==> src/rtl/pam3_dfe.sv <==
module pam3_dfe #(
  parameter int SW   = 10,
  parameter int WW   = 10,
  parameter int NTAP = 5,
  parameter int MW   = 4
) (
  input  logic                      clk,
  input  logic                      rst_n,
  input  logic                      clr,
  input  logic                      in_vld,
  input  logic signed [SW-1:0]      in_smp,
  input  logic [SW-2:0]             thr,
  input  logic [SW-2:0]             lvl,
  input  logic [MW-1:0]             mu_sh,
  input  logic                      adapt_en,
  input  logic [$clog2(NTAP)-1:0]   tap_sel,
  output logic signed [WW-1:0]      tap_val,
  output logic                      out_vld,
  output logic [1:0]                out_sym
);
  localparam int AW = WW + $clog2(NTAP) + 2;
  localparam int DW = ((AW > SW) ? AW : SW) + 1;
  localparam logic signed [DW-1:0] SMAX = DW'((2 ** (SW - 1)) - 1);
  localparam logic signed [DW-1:0] SMIN = -SMAX - 1;
  localparam int WMAX = (2 ** (WW - 1)) - 1;
  localparam int WMIN = -WMAX - 1;

  logic signed [WW-1:0] w  [NTAP];
  logic signed [WW-1:0] wn [NTAP];
  logic [1:0]           hist [NTAP];
  logic signed [AW-1:0] fb;
  logic signed [DW-1:0] diff, eqx, thx, lvx, ideal, err;
  logic                 pos, neg;
  logic [1:0]           sym;

  always_comb begin
    fb = '0;
    for (int j = 0; j < NTAP; j++)
      case (hist[j])
        2'b01:   fb = fb + AW'(w[j]);
        2'b11:   fb = fb - AW'(w[j]);
        default: ;
      endcase
  end

  assign diff = DW'(in_smp) - DW'(fb);
  assign eqx  = (diff > SMAX) ? SMAX : (diff < SMIN) ? SMIN : diff;
  assign thx  = DW'($signed({1'b0, thr}));
  assign lvx  = DW'($signed({1'b0, lvl}));
  assign pos  = eqx > thx;
  assign neg  = eqx < -thx;
  assign sym  = pos ? 2'b01 : (neg ? 2'b11 : 2'b00);
  assign ideal = pos ? lvx : (neg ? -lvx : '0);
  assign err  = eqx - ideal;

  function automatic logic signed [WW-1:0] step_tap(
    input logic signed [WW-1:0] wv, input logic [1:0] hv,
    input logic signed [DW-1:0] ev, input logic [MW-1:0] sh);
    logic signed [31:0] x, rnd, nv;
    x   = (hv == 2'b01) ? 32'(ev) : (hv == 2'b11) ? -32'(ev) : 32'sd0;
    rnd = (sh == '0) ? 32'sd0 : (32'sd1 <<< (sh - 1'b1));
    nv  = 32'(wv) + ((x + rnd) >>> sh);
    if (nv > WMAX) nv = WMAX;
    if (nv < WMIN) nv = WMIN;
    return nv[WW-1:0];
  endfunction

  always_comb
    for (int j = 0; j < NTAP; j++) wn[j] = step_tap(w[j], hist[j], err, mu_sh);

  always_ff @(posedge clk) begin
    if (!rst_n || clr) begin
      out_vld <= 1'b0;
      out_sym <= 2'b00;
      for (int j = 0; j < NTAP; j++) begin
        w[j]    <= '0;
        hist[j] <= 2'b00;
      end
    end else begin
      out_vld <= in_vld;
      if (in_vld) begin
        out_sym <= sym;
        hist[0] <= sym;
        for (int j = 1; j < NTAP; j++) hist[j] <= hist[j-1];
        if (adapt_en)
          for (int j = 0; j < NTAP; j++) w[j] <= wn[j];
      end
    end
  end

  assign tap_val = (32'(tap_sel) < NTAP) ? w[tap_sel] : '0;
endmodule

==> config.mk <==
export PLATFORM = sky130hd
export DESIGN_NAME = pam3_dfe
export DESIGN_NICKNAME = d
export VERILOG_FILES = /design/src/rtl/pam3_dfe.sv
export SDC_FILE = /design/constraint.sdc
export NUM_CORES = 1
export LEC_CHECK = 0
export BUFFER_PORTS_ARGS = -buffer_cell sky130_fd_sc_hd__clkbuf_2
export CORE_ASPECT_RATIO = 1.25
export CORE_MARGIN = 2
export CORE_UTILIZATION = 61
export DETAILED_ROUTE_END_ITERATION = 7
export PLACE_DENSITY = 0.89
export SETUP_SLACK_MARGIN = 0.4
export SYNTH_ARGS = -nofsm -noshare
export SYNTH_HDL_FRONTEND = slang
export SYNTH_SLANG_ARGS = --single-unit
==> constraint.sdc <==
create_clock -name clk -period 18.47 [get_ports clk]
set_clock_uncertainty 0.2 [all_clocks]
set_input_delay 2.7705 -clock clk [delete_from_list [all_inputs] [get_ports clk]]
set_output_delay 2.7705 -clock clk [all_outputs]
set_load 0.05 [all_outputs]
==> flow_summary.json, run 1 <==
{
  "status": "stopped before the end",
  "stop_stage": "global routing",
  "stop_error": "[ERROR GRT-0116] Global routing finished with congestion. Check the congestion regions in the DRC Viewer.",
  "numPortBuffers": 52,
  "avgSynthCellArea_um2": 7.126,
  "grt_use_total": 0.9701,
  "synthCells": 4101,
  "dieHeight_um": 248.7,
  "die_x_um": 199.8,
  "yosysSeqAreaShare": 0.06371,
  "ys_ff_latch": 63,
  "grt_pass1_vias": 54940,
  "synthTopCellsByCount": "a21oi_1, nor2_1, nand2_1",
  "synth_area_um2": 29220,
  "rows": 89,
  "initial_utilization": 0.6189,
  "grt.overflow.total": 3139,
  "dp_slack_ps": -1357,
  "ys.flop_type": "edfxtp_1",
  "async_reset_ff_frac": 0,
  "ys_types": 112,
  "ios": 53,
  "ys.warnings.count": 0,
  "cts_buffers": 9,
  "dp_hpwl_um": 101800,
  "synth_top_area_frac": 0.1499,
  "yosysTopAreaCell": "ha_1",
  "cts-htree-levels": 3,
  "synth.most_common_cell": "a21oi_1",
  "grt_max_degree": 70,
  "grt_first_pass_wirelength_um": 364600,
  "cts_buffer_depth": 2,
  "cts_root_buffer": "clkbuf_16",
  "synth_area_leaders": "ha_1, xnor2_1, a21oi_1",
  "synth_edf_count": 60,
  "gp_congestion": 1.229,
  "clock_sinks": 63
}
stage by stage:
step | cells | util | area [µm²] | TNS (ps) | hold slack, ps
2_1_floorplan | 4105 | - | 29600 | 0 | 491.3
3_5_place_dp | 5394 | 0.7597 | 35870 | -58050 | 263.3
4_1_cts | 5544 | 0.8285 | 39120 | -2928 | 275.8
3_3_place_gp | 5394 | 0.7597 | 35870 | -2814 | 270.2
logic make-up after synthesis:
| family | Yosys count | share of synthesized area |
|---|---|---|
| AOI/OAI and AO/OA | 1418 | 0.3193 |
| xor gates and xnor gates | 372 | 0.1139 |
| adders and majority gates | 369 | 0.1618 |
| buffers and inverters | 388 | 0.05082 |
| DFF | 63 | 0.06371 |
| muxes | 171 | 0.07159 |
| other | 1 | 0.0001283 |
| and+or+nand+nor | 1319 | 0.2187 |
layer usage:
layer / GRT overflow / GRT usage
met2: 1956 / 1.149
met5: 35 / 0.7918
met3: 244 / 0.8390
met4: 673 / 1.038
met1: 231 / 0.8881
what timing repair did:
item                       4_1_cts
resized for setup              435
pin swaps                      255
hold buffers                     0
cloned                           6
buffers inserted               128
setup endpoints to repair       50
==> run 2: changes to the inputs <==
CORE_ASPECT_RATIO = unset   (was 1.25)
CORE_UTILIZATION = 40   (was 61)
PLACE_DENSITY = unset   (was 0.89)
PLACE_DENSITY_LB_ADDON = 0.15   (was unset)
SETUP_SLACK_MARGIN = unset   (was 0.4)
clock period = 24 ns   (was 18.47 ns; I/O delays follow)
==> run 2 against run 1 <==
Effect of this change: the flow now finishes without violations; area after synthesis is the same; synthesized cell count unchanged.
==> flow_summary.json, run 2 <==
{
  "ios": 53,
  "synth_area_leaders": "ha_1, xnor2_1, a21oi_1",
  "avgSynthCellArea_um2": 7.126,
  "cp.required_ps": 23950,
  "yosysTopAreaCell": "ha_1",
  "status": "finished clean",
  "startpoint": "w[0][1]",
  "regMostFlops": "w",
  "ys.flop_type": "edfxtp_1",
  "ys_types": 112,
  "grt_max_degree": 72,
  "crit_arrival_ps": 22210,
  "drtPass1Iterations": 6,
  "cts-htree-levels": 3,
  "crit_type": "register to register",
  "rows": 99,
  "die-area_um2": 75230,
  "synthCells": 4101,
  "drive_gt1_frac": 0.06733,
  "grt.overflow.total": 0,
  "worst_path_most_repeated_cell": "ha_1",
  "dp_hpwl_um": 91840,
  "p_leak_nw": 13.80,
  "min_from": "out_sym[0]",
  "ys_ff_latch": 63,
  "max_freq_ghz": 0.04492,
  "via_count": 31110,
  "largest_reg_flops": 50,
  "total_power_mw": 2.758,
  "rsz0062_at_grt": "false",
  "min_to": "out_sym[0]",
  "clkSlewWorstSetupHoldPaths_ps": 80,
  "post-route-period-util": 0.9275,
  "rrSetupSlack_ps": 1740,
  "drt_wl_total_um": 114600,
  "r2r_end": "w[2][3]",
  "design.core.area_um2": 72590,
  "dieHeight_um": 274.3,
  "setup_viol": 0,
  "synth_top_area_frac": 0.1499,
  "grt_first_pass_wirelength_um": 174200,
  "post-cts-setup-buffers": 0,
  "final_cell_area_um2": 30750,
  "power_density_nw_per_um2": 89.70,
  "worstSetupEndpointType": "register",
  "final_cell_mix": "a21oi_1, nor2_1, nand2_1, ha_1, o21ai_0",
  "slew_headroom": 0.1861,
  "fin_crit_ps": 22260,
  "drv_slew": 0,
  "worstRegToRegCells": 84,
  "cp_max_fo": 12,
  "area.growth.synth_to_final_pct": 5.224,
  "cts_tree": "built",
  "min_path_type": "register to register",
  "cpMaxStageDelayCell": "o21ai_0",
  "synthTopCellsByCount": "a21oi_1, nor2_1, nand2_1",
  "drt_iter0_markers": 2758,
  "synth_area_um2": 29220,
  "final_common_cell": "a21oi_1",
  "die_x_um": 274.3,
  "nets": 4441,
  "antenna_found_initial": 3,
  "insertion_delay_ps": 410,
  "ant_nets": 0,
  "drc": 0,
  "startpoint_type": "register",
  "grt_use_total": 0.2988,
  "gp_congestion": 1.043,
  "top_regs": "w: 50 flops, hist: 10 flops, out_sym: 2 flops",
  "cts_buffers": 9,
  "synth_edf_count": 60,
  "ir_worst_vdd_mv": 0.08359,
  "min_path_cells": 1,
  "hold_violations": 0,
  "cts_root_buffer": "clkbuf_16",
  "drv_cap": 0,
  "ys.warnings.count": 0,
  "post_drt_wl_per_cell_um": 22.91,
  "grt_pass1_vias": 28950,
  "r2r_start": "w[0][1]",
  "async_reset_ff_frac": 0,
  "tightest_slew_ps": 1212,
  "placed_cell_area_um2": 30410,
  "setup-tns-final_ps": 0,
  "cts_buffer_depth": 2,
  "clock_sinks": 63,
  "crit_path_max_incr_delay_ps": 680,
  "avgViaCountPerCell": 6.221,
  "synth.most_common_cell": "a21oi_1",
  "numPortBuffers": 52,
  "initial_utilization": 0.4026,
  "yosysSeqAreaShare": 0.06371
}
## run 2: metrics by stage
stage | utilization | instances | setup slack, ps | hold slack [ps]
3_5_place_dp | 0.4189 | 4983 | 1195 | 291.7
6_report | 0.4236 | 5000 | 1740 | 304.6
3_3_place_gp | 0.4189 | 4983 | 1358 | 295.5
5_1_grt | 0.4236 | 4999 | 25.21 | 304.6
4_1_cts | 0.4234 | 4999 | 1123 | 306.8
2_1_floorplan | - | 4105 | 4355 | 491.3
## run 2: worst max-delay path by stage
stage | endpoint | slack, ps | cells after the start
floorplan | w[2][2] | 4350 | 87
global placement | w[2][0] | 1360 | 74
detailed placement | w[2][0] | 1190 | 74
CTS | w[2][3] | 1120 | 74
global route | w[2][5] | 30 | 86
finish | w[2][3] | 1740 | 84
## run 2: power breakdown
part | switching [mW] | total [mW] | internal [mW]
Sequential | 0.0276 | 0.158 | 0.131
Clock | 0.0718 | 0.164 | 0.0924
Combinational | 1.56 | 2.44 | 0.879
Total | 1.66 | 2.76 | 1.10
## run 2: layout make-up
class	instances	area [µm²]
Sequential cell	63	1862
Clock inverter	7	100.1
Multi-Input combinational cell	3654	25910
Clock buffer	9	225.2
Antenna cell	1	2.502
Inverter	198	745.7
Fill cell	7677	41840
Tap cell	959	1200
Timing Repair Buffer	109	698.2
## run 2: kinds of logic (layout without fill, tap and decap cells)
logic type | count (synthesis) | in the layout | synth area share
multiplexers | 171 | 171 | 0.07159
flip-flops | 63 | 63 | 0.06371
XOR/XNOR | 372 | 372 | 0.1139
buffers and inverters | 388 | 323 | 0.05082
other | 1 | 6 | 0.0001283
adder cells (fa/ha/maj) | 369 | 369 | 0.1618
AND/OR/NAND/NOR | 1319 | 1319 | 0.2187
AO/OA/AOI/OAI | 1418 | 1418 | 0.3193
## run 2: timing repair
item	4_1_cts	5_1_grt
hold buffers	0	0
endpoints found under the setup margin	0	46
endpoints found under the hold margin	0	0
resized for setup	0	7
## run 2: critical path: cells and delay by family, from the launching register on
| kind | cells | cell delay (ps) |
|---|---|---|
| and+or+nand+nor | 23 | 4880 |
| adders and majority gates | 12 | 3890 |
| xor gates and xnor gates | 6 | 1440 |
| AOI/OAI and AO/OA | 36 | 10210 |
| DFF | 1 | 500 |
| muxes | 3 | 530 |
| buffers and inverters | 4 | 310 |
## run 2: metal layers
layer  routed length [µm]  part of all wire  global-route usage
met4                 4905             0.043              0.1181
met5                   13           0.00011                   0
met1                50670              0.44              0.4049
met3                 8624             0.075             0.04125
met2                50350              0.44              0.4765
No activity file was read; power rests on OpenSTA's default activity.
==> run 3: changes to the inputs <==
MAX_ROUTING_LAYER = met4   (was unset)
==> run 3 against run 2 <==
Effect of this change: combinational power hardly changed; routed wire length rose by 0.18%; count of clock-buffer cells in the layout unchanged; first-iteration DRC count up 5.9%; cell count is essentially flat; global-route usage grew 0.66 points; non-clock buffer count rose by 2; critical endpoint is now w[2][2].
==> flow_summary.json, run 3 (synthesis gave the netlist of run 2 again) <==
{
  "regMostFlops": "w",
  "cp_max_fo": 14,
  "rsz0062_at_grt": "false",
  "clock_sinks": 63,
  "initial_utilization": 0.4026,
  "post-route-period-util": 0.9396,
  "drv_slew": 0,
  "power_density_nw_per_um2": 89.67,
  "grt_use_total": 0.3054,
  "cts_root_buffer": "clkbuf_16",
  "final_common_cell": "a21oi_1",
  "cpMaxStageDelayCell": "edfxtp_1",
  "die_x_um": 274.3,
  "gp_congestion": 1.045,
  "crit_path_max_incr_delay_ps": 780,
  "drive_gt1_frac": 0.06779,
  "status": "finished clean",
  "drt_iter0_markers": 2921,
  "final_cell_mix": "a21oi_1, nor2_1, nand2_1, ha_1, o21ai_0",
  "drv_cap": 0,
  "post_drt_wl_per_cell_um": 22.94,
  "grt.overflow.total": 0,
  "fin_crit_ps": 22550,
  "ios": 53,
  "largest_reg_flops": 50,
  "holdBufCountCts": 0,
  "drc": 0,
  "top_regs": "w: 50 flops, hist: 10 flops, out_sym: 2 flops",
  "avgViaCountPerCell": 6.260,
  "cts_buffer_depth": 2,
  "whs_ps": 301.5,
  "die-area_um2": 75230,
  "setup-tns-final_ps": 0,
  "total_power_mw": 2.757,
  "rows": 99,
  "hold_violations": 0,
  "design.core.area_um2": 72590,
  "numPortBuffers": 52,
  "cts_buffers": 9,
  "area.growth.synth_to_final_pct": 5.228,
  "ir_worst_vdd_mv": 0.07569,
  "via_count": 31320,
  "nets": 4443,
  "crit_type": "register to register",
  "insertion_delay_ps": 400,
  "max_freq_ghz": 0.04434,
  "setup_viol": 0,
  "dieHeight_um": 274.3,
  "grt_max_degree": 72,
  "grt_first_pass_wirelength_um": 172500,
  "min_path_type": "register to register",
  "cp.required_ps": 23950,
  "cts-htree-levels": 3,
  "clkSlewWorstSetupHoldPaths_ps": 60,
  "antenna_found_initial": 2,
  "cts_tree": "built",
  "dp_hpwl_um": 91880,
  "worstSetupEndpointType": "register",
  "worst_path_most_repeated_cell": "ha_1",
  "startpoint_type": "register",
  "p_leak_nw": 13.80,
  "drtPass1Iterations": 6,
  "ant_nets": 0,
  "tightest_slew_ps": 1233,
  "crit_arrival_ps": 22500,
  "drt_wl_total_um": 114800,
  "slew_headroom": 0.1781,
  "grt_pass1_vias": 28960
}
## run 3: worst max-delay path, delay by kind of cell (launching register included)
kind,cells,cell delay (ps)
adders and majority gates,10,3360
AOI/OAI and AO/OA,37,11110
xor gates and xnor gates,6,1180
buffers and inverters,1,60
and+or+nand+nor,21,5210
muxes,2,380
DFF,1,780
## run 3: layout make-up
type	instances	area (µm²)
repair buffers	111	716.9
multi-input cells	3654	25920
fillers	7757	41840
inverters	198	745.7
flip-flops and latches	63	1862
clock buffers	9	225.2
diodes	2	5.005
well taps	959	1200
clock inverters	7	77.57
## run 3: per-layer routing
metal  track usage  up-vias  part of all wire
li1              -    15130                 -
met1        0.4003    14780              0.44
met2        0.4751     1175              0.44
met3       0.03967      230             0.074
met4        0.1193        0             0.044
met5             -        -                 0
## run 3: through the flow
| step | cells | setup slack (ps) | utilization | area (µm²) |
|---|---|---|---|---|
| floorplan | 4105 | 4355 | - | 29240 |
| global route | 5003 | 35.28 | 0.4236 | 30750 |
| global placement | 4984 | 1417 | 0.4190 | 30410 |
| detailed placement | 4984 | 1207 | 0.4190 | 30410 |
| finish | 5003 | 1449 | 0.4236 | 30750 |
| CTS | 5000 | 1136 | 0.4232 | 30720 |
## run 3: power breakdown
| part | total [mW] | internal (mW) | switching [mW] |
|---|---|---|---|
| registers | 0.160 | 0.131 | 0.0288 |
| clock network | 0.154 | 0.0816 | 0.0720 |
| logic | 2.44 | 0.885 | 1.56 |
| total | 2.76 | 1.10 | 1.66 |
## run 3: path summary, 6_finish.rpt
| kind | start | to | slack [ps] | cells after the start |
|---|---|---|---|---|
| worst min register to register | out_sym[0] | out_sym[0] | 300 | 1 |
| worst min-delay path | out_sym[0] | out_sym[0] | 300 | 1 |
| worst max-delay path | hist[0][3] | w[2][2] | 1450 | 77 |
| worst max register to register | hist[0][3] | w[2][2] | 1450 | 77 |
## run 3: repair_timing
| item | 4_1_cts | 5_1_grt |
|---|---|---|
| setup endpoints to repair | 0 | 45 |
| buffers inserted | 0 | 1 |
| gates resized for setup | 0 | 9 |
